File: src/rtl/cmp_timer_pkg.sv
package cmp_timer_pkg;
  typedef enum logic [1:0] {
    SEL_CTRL = 2'd0,
    SEL_CMP  = 2'd1,
    SEL_CNT  = 2'd2,
    SEL_NONE = 2'd3
  } reg_sel_e;

  localparam int unsigned CTRL_EN_BIT = 0;
  localparam int unsigned CTRL_AR_BIT = 1;
endpackage

File: src/rtl/cmp_timer_ctrl.sv
module cmp_timer_ctrl
  import cmp_timer_pkg::*;
(
  input  logic       clk_i,
  input  logic       rst_ni,
  input  logic       ctrl_wr_i,
  input  logic [1:0] wr_bits_i,
  input  logic       hit_i,
  output logic       en_o,
  output logic       ar_o
);
  logic en_q, ar_q;

  always_ff @(posedge clk_i or negedge rst_ni) begin
    if (!rst_ni) begin
      en_q <= 1'b0;
      ar_q <= 1'b0;
    end else if (ctrl_wr_i) begin
      en_q <= wr_bits_i[CTRL_EN_BIT];
      ar_q <= wr_bits_i[CTRL_AR_BIT];
    end else if (hit_i && !ar_q) begin
      en_q <= 1'b0;  // one-shot: self-disable
    end
  end

  assign en_o = en_q;
  assign ar_o = ar_q;


  oneshot_stop_chk: assert property (@(posedge clk_i) disable iff (!rst_ni)
    (hit_i && !ar_q && !ctrl_wr_i) |=> !en_q);

  restart_keeps_en_chk: assert property (@(posedge clk_i) disable iff (!rst_ni)
    (hit_i && ar_q && !ctrl_wr_i) |=> en_q);
endmodule

File: src/rtl/cmp_timer_count.sv
module cmp_timer_count #(
  parameter int unsigned CNT_W = 32
) (
  input  logic             clk_i,
  input  logic             rst_ni,
  input  logic             en_i,
  input  logic             ar_i,
  input  logic             cmp_wr_i,
  input  logic             cnt_wr_i,
  input  logic [CNT_W-1:0] wr_data_i,
  output logic             hit_o,
  output logic [CNT_W-1:0] cmp_o,
  output logic [CNT_W-1:0] cnt_o
);
  localparam logic [CNT_W-1:0] ONE = {{(CNT_W-1){1'b0}}, 1'b1};

  logic [CNT_W-1:0] cnt_q, cmp_q, cnt_d;
  logic             hit;

  assign hit = en_i && (cnt_q >= cmp_q);

  always_comb begin
    cnt_d = cnt_q;
    if (cnt_wr_i)        cnt_d = wr_data_i;
    else if (hit)        cnt_d = ar_i ? '0 : cnt_q;
    else if (en_i)       cnt_d = cnt_q + ONE;
  end

  always_ff @(posedge clk_i or negedge rst_ni) begin
    if (!rst_ni) begin
      cnt_q <= '0;
      cmp_q <= '0;
    end else begin
      cnt_q <= cnt_d;
      if (cmp_wr_i) cmp_q <= wr_data_i;
    end
  end

  assign hit_o = hit;
  assign cmp_o = cmp_q;
  assign cnt_o = cnt_q;


  count_step_chk: assert property (@(posedge clk_i) disable iff (!rst_ni)
    (en_i && (cnt_q < cmp_q) && !cnt_wr_i) |=> (cnt_q == $past(cnt_q) + ONE));

  frozen_chk: assert property (@(posedge clk_i) disable iff (!rst_ni)
    (!en_i && !cnt_wr_i) |=> $stable(cnt_q));

  restart_zero_chk: assert property (@(posedge clk_i) disable iff (!rst_ni)
    (en_i && ar_i && (cnt_q >= cmp_q) && !cnt_wr_i) |=> (cnt_q == '0));

  preload_chk: assert property (@(posedge clk_i) disable iff (!rst_ni)
    cnt_wr_i |=> (cnt_q == $past(wr_data_i)));
endmodule

File: src/rtl/cmp_timer_chan.sv
module cmp_timer_chan
  import cmp_timer_pkg::*;
#(
  parameter int unsigned CNT_W = 32
) (
  input  logic             clk_i,
  input  logic             rst_ni,
  input  logic             wr_en_i,
  input  logic [1:0]       wr_sel_i,
  input  logic [CNT_W-1:0] wr_data_i,
  input  logic [1:0]       rd_sel_i,
  output logic [CNT_W-1:0] rd_data_o,
  output logic             irq_o
);
  localparam int unsigned PAD_W = CNT_W - 2;

  reg_sel_e         wsel, rsel;
  logic             ctrl_wr, cmp_wr, cnt_wr;
  logic             en, ar, hit, irq_q;
  logic [CNT_W-1:0] cmp_val, cnt_val;

  assign wsel    = reg_sel_e'(wr_sel_i);
  assign rsel    = reg_sel_e'(rd_sel_i);
  assign ctrl_wr = wr_en_i && (wsel == SEL_CTRL);
  assign cmp_wr  = wr_en_i && (wsel == SEL_CMP);
  assign cnt_wr  = wr_en_i && (wsel == SEL_CNT);

  cmp_timer_ctrl u_ctrl (
    .clk_i     (clk_i),
    .rst_ni    (rst_ni),
    .ctrl_wr_i (ctrl_wr),
    .wr_bits_i (wr_data_i[1:0]),
    .hit_i     (hit),
    .en_o      (en),
    .ar_o      (ar)
  );

  cmp_timer_count #(.CNT_W(CNT_W)) u_count (
    .clk_i     (clk_i),
    .rst_ni    (rst_ni),
    .en_i      (en),
    .ar_i      (ar),
    .cmp_wr_i  (cmp_wr),
    .cnt_wr_i  (cnt_wr),
    .wr_data_i (wr_data_i),
    .hit_o     (hit),
    .cmp_o     (cmp_val),
    .cnt_o     (cnt_val)
  );

  always_ff @(posedge clk_i or negedge rst_ni) begin
    if (!rst_ni) irq_q <= 1'b0;
    else         irq_q <= hit;
  end
  assign irq_o = irq_q;

  always_comb begin
    unique case (rsel)
      SEL_CTRL: rd_data_o = {{PAD_W{1'b0}}, ar, en};
      SEL_CMP:  rd_data_o = cmp_val;
      SEL_CNT:  rd_data_o = cnt_val;
      default:  rd_data_o = '0;
    endcase
  end


  irq_source_chk: assert property (@(posedge clk_i) disable iff (!rst_ni)
    irq_q |-> $past(hit));

  no_irq_idle_chk: assert property (@(posedge clk_i) disable iff (!rst_ni)
    !en |=> !irq_q);
endmodule

File: config.mk
export PLATFORM = sky130hd
export DESIGN_NAME = cmp_timer_chan
export DESIGN_NICKNAME = d
export VERILOG_FILES = /design/src/rtl/cmp_timer_pkg.sv /design/src/rtl/cmp_timer_ctrl.sv /design/src/rtl/cmp_timer_count.sv /design/src/rtl/cmp_timer_chan.sv
export SDC_FILE = /design/constraint.sdc
export NUM_CORES = 1
export LEC_CHECK = 0
export CORE_MARGIN = 3
export CORE_UTILIZATION = 50
export CTS_CLUSTER_SIZE = 12
export DETAILED_ROUTE_END_ITERATION = 10
export GPL_TIMING_DRIVEN = 0
export PLACE_DENSITY = 0.85
export SYNTH_ARGS = -nofsm -noshare
export SYNTH_HDL_FRONTEND = slang
export SYNTH_HIERARCHICAL = 1
export SYNTH_SLANG_ARGS = --single-unit
export TNS_END_PERCENT = 5
File: constraint.sdc
create_clock -name clk_i -period 2.6 [get_ports clk_i]
set_input_delay 0.52 -clock clk_i [delete_from_list [all_inputs] [get_ports clk_i]]
set_output_delay 0.52 -clock clk_i [all_outputs]
set_load 0.03 [all_outputs]
==> impl_metrics.py, run 1 <==
metrics = {
    "flow_run": {
        "drv_cap": 0,
    },
    "layout": {
        "mostFrequentLayoutCells": "nand2_1, dfrtp_1, inv_1",
        "layout_commonest_cell": "nand2_1",
        "antenna_cells": 0,
        "area_growth_pct": 31.7,
        "drive_above_1_share_pct": 17.1,
        "nets": 703,
    },
    "drt": {
        "firstDrtPassIters": 6,
        "drtIter0Drc": 712,
        "wl_per_cell_um": 21.0,
        "vias": 4971,
        "drc": 0,
        "ant_nets": 0,
        "drt_wl_total_um": 15600,
        "viasPerCell": 6.68,
    },
    "synth": {
        "synth_cells": 525,
        "yosysWarnings": 6,
        "synthFlopType": "dfrtp_1",
        "synth_nets": 597,
        "synth_seq_cells": 67,
        "synth_edf_count": 0,
        "async_flop_share_pct": 100,
        "avgSynthCellArea_um2": 8.82,
        "synth_top_cell_area_share_pct": 36.2,
        "yosysSeqAreaShare_pct": 36.2,
        "synthTopCellsByArea": "dfrtp_1, ha_1, nand2_1, a22o_1, o21ai_0",
        "synth_cell_type_count": 64,
        "synth_area_mm2": 0.00463,
        "yosysTopAreaCell": "dfrtp_1",
    },
    "setup_path": {
        "cp.required_ns": 2.84,
        "crit_path_end_kind": "flop",
        "cpMaxStageDelayCell": "dfrtp_2",
        "max_stage_delay_ns": 0.46,
        "crit_fanout": 10,
        "crit_chain": "ha_4, and4_4, o211ai_1, or4_4, a31o_4, and3_4, buf_8, buf_8, a221o_1",
        "crit_path_frequent_cell": "buf_8",
        "start_kind": "flop",
        "cp.arrival_ns": 2.99,
        "worstSetupPathType": "reg -> reg",
    },
    "power": {
        "cellPowerDensity_mw_per_mm2": 775,
        "peakVddDrop_v": 0.000362,
        "leakage_nw": 2.61,
    },
    "sta": {
        "worstMarginPinSlew_ns": 0.893,
        "fin_setup_tns_ns": -1.59,
        "hold_viol_final": 0,
        "setup_ws_ns": -0.155,
        "drv_slew": 0,
        "slew_headroom_pct": 40.5,
        "fin_crit_ns": 2.76,
        "max_freq_mhz": 363,
        "clock-skew-final_ns": 0.00964,
        "setup_viol": 25,
        "rsz0062_at_grt": "true",
        "finalCritPeriodShare_pct": 106,
    },
    "placed_design": {
        "portBuffers": 71,
        "hpwl_um": 10400,
        "pre_cts_slack_ns": -0.397,
        "gp_congestion": 0.959,
    },
    "clock_tree": {
        "clkSinkCount": 67,
        "clk_pin_slew_ns": 0.08,
        "htree_levels": 3,
        "cts-root-buf": "clkbuf_8",
        "numCtsBuffers": 9,
        "cts_buffer_depth": 2,
        "tritoncts": "done",
        "clk_latency_ns": 0.35,
    },
    "status": {
        "failed_checks": "setup timing",
        "status": "complete, but fails checks",
    },
    "die": {
        "ioPinCount": 72,
        "rows": 34,
        "die_w_um": 102,
        "initial_core_util_pct": 52.3,
        "dieHeight_um": 102,
        "core_area_mm2": 0.00885,
        "die-area_mm2": 0.0105,
    },
    "global_route": {
        "grt_pass1_vias": 4673,
        "grt.overflow.total": 0,
        "grt_usage_pct": 29.5,
        "antenna_found_initial": 0,
        "met1_usage_pct": 39.7,
        "grt_pass1_wl_um": 23900,
        "grt-busiest-layer": "met2",
        "grt_start_max_net_pins": 68,
        "met2_usage_pct": 46.2,
        "met3_usage_pct": 5.87,
    },
    "min_path": {
        "holdCritPathClass": "in -> async",
    },
}
[registers in the layout (all words and copies together) (netlist names)]
| name | count |
|---|---|
| u_count/cnt_o | 32 |
| u_ctrl/en_o | 1 |
| u_ctrl/ar_o | 1 |
| u_count/cmp_o | 32 |
| irq_o | 1 |
[timing repair]
item | in CTS | in global routing
pin swaps | 1 | 8
gates cloned | 0 | 1
resized for setup | 55 | 45
endpoints found under the setup margin | 65 | 64
hold buffers | 0 | 0
setup buffers | 2 | 21
[power breakdown]
| part | switching, mW | internal (mW) |
|---|---|---|
| registers | 0.364 | 1.31 |
| logic | 1.20 | 0.952 |
| clock network | 0.438 | 0.467 |
[per-stage QoR]
step           std cells  total power [mW]  hold slack (ns)  util [%]  instance area [µm²]
2_1_floorplan        525              2.77            0.224         -                 4650
3_3_place_gp         704              3.36            0.529      62.1                 5490
3_5_place_dp         704              3.43            0.532      62.0                 5490
4_1_cts              722              4.35            0.313      64.8                 5730
5_1_grt              744              5.00            0.332      68.9                 6100
6_report             744              4.73            0.255      68.9                 6100
[worst max-delay path, delay by kind of cell (launching register included)]
kind            cells  cell delay (ns)
simple gates        3             0.93
buf+inv             2             0.29
fa+ha+maj           1             0.29
compound gates      3             0.68
flops               1             0.46
[metal layers]
layer / part of all wire (%) / routed length (µm) / up-vias
li1: - / - / 2178
met1: 39 / 6130 / 2296
met2: 45 / 7050 / 392
met3: 10 / 1620 / 105
met4: 5.1 / 798 / 0
met5: 0 / 0 / -
[worst paths after layout]
kind,startpoint,end,slack [ns],depth (start not counted)
worst max-delay path,u_count/cnt_o[14],u_count/cnt_o[1],-0.16,9
worst min-delay path,rst_ni,u_count/cmp_o[22],0.26,1
worst max register to register,u_count/cnt_o[14],u_count/cnt_o[1],-0.16,9
worst min register to register,u_count/cmp_o[0],u_count/cmp_o[0],0.55,1
max in group asynchronous,rst_ni,u_count/cnt_o[9],1.66,1
min in group clk_i,u_count/cmp_o[0],u_count/cmp_o[0],0.55,1
[cells by family (layout without fill, tap and decap cells)]
family / Yosys count / count (layout) / synth area share, %
mux: 5 / 5 / 1.22
simple gates: 195 / 195 / 22.3
compound gates: 152 / 152 / 23.9
flops: 67 / 67 / 36.2
buf+inv: 73 / 184 / 7.51
fa+ha+maj: 33 / 33 / 8.92
[synth_stat cells (3+ instances only)]
library cell  number
a21oi_1           15
a221o_1            5
a22o_1            30
a311o_1            4
and2_1            10
and3_1             8
and4_1             8
buf_2              5
buf_6              9
clkbuf_1          15
dfrtp_1           67
ha_1              33
inv_1             43
mux2i_1            3
nand2_1           73
nand2b_1           5
nand3_1           16
nand4_1           18
nor2_1            21
nor2b_1            3
nor3_1             4
nor4_1             5
o211ai_1          11
o21ai_0           40
o21ai_1            6
o31ai_1           10
or4_1              8
[area by class of cell]
type / instances / area, µm²
plain buffers: 30 / 221
clock buffers: 10 / 138
clock inverters: 6 / 65.1
fillers: 671 / 2750
inverters: 43 / 161
multi-input cells: 385 / 2810
flip-flops and latches: 67 / 1690
well taps: 108 / 135
repair buffers: 95 / 877
Note: power is estimated with default switching activity, not from simulation.
==> run 2, diff against run 1 <==
- CTS_BUF_LIST: default -> sky130_fd_sc_hd__clkbuf_4 sky130_fd_sc_hd__clkbuf_8
==> results of run 2 <==
The final DEF is identical to that of run 1; final timing and power are the same.
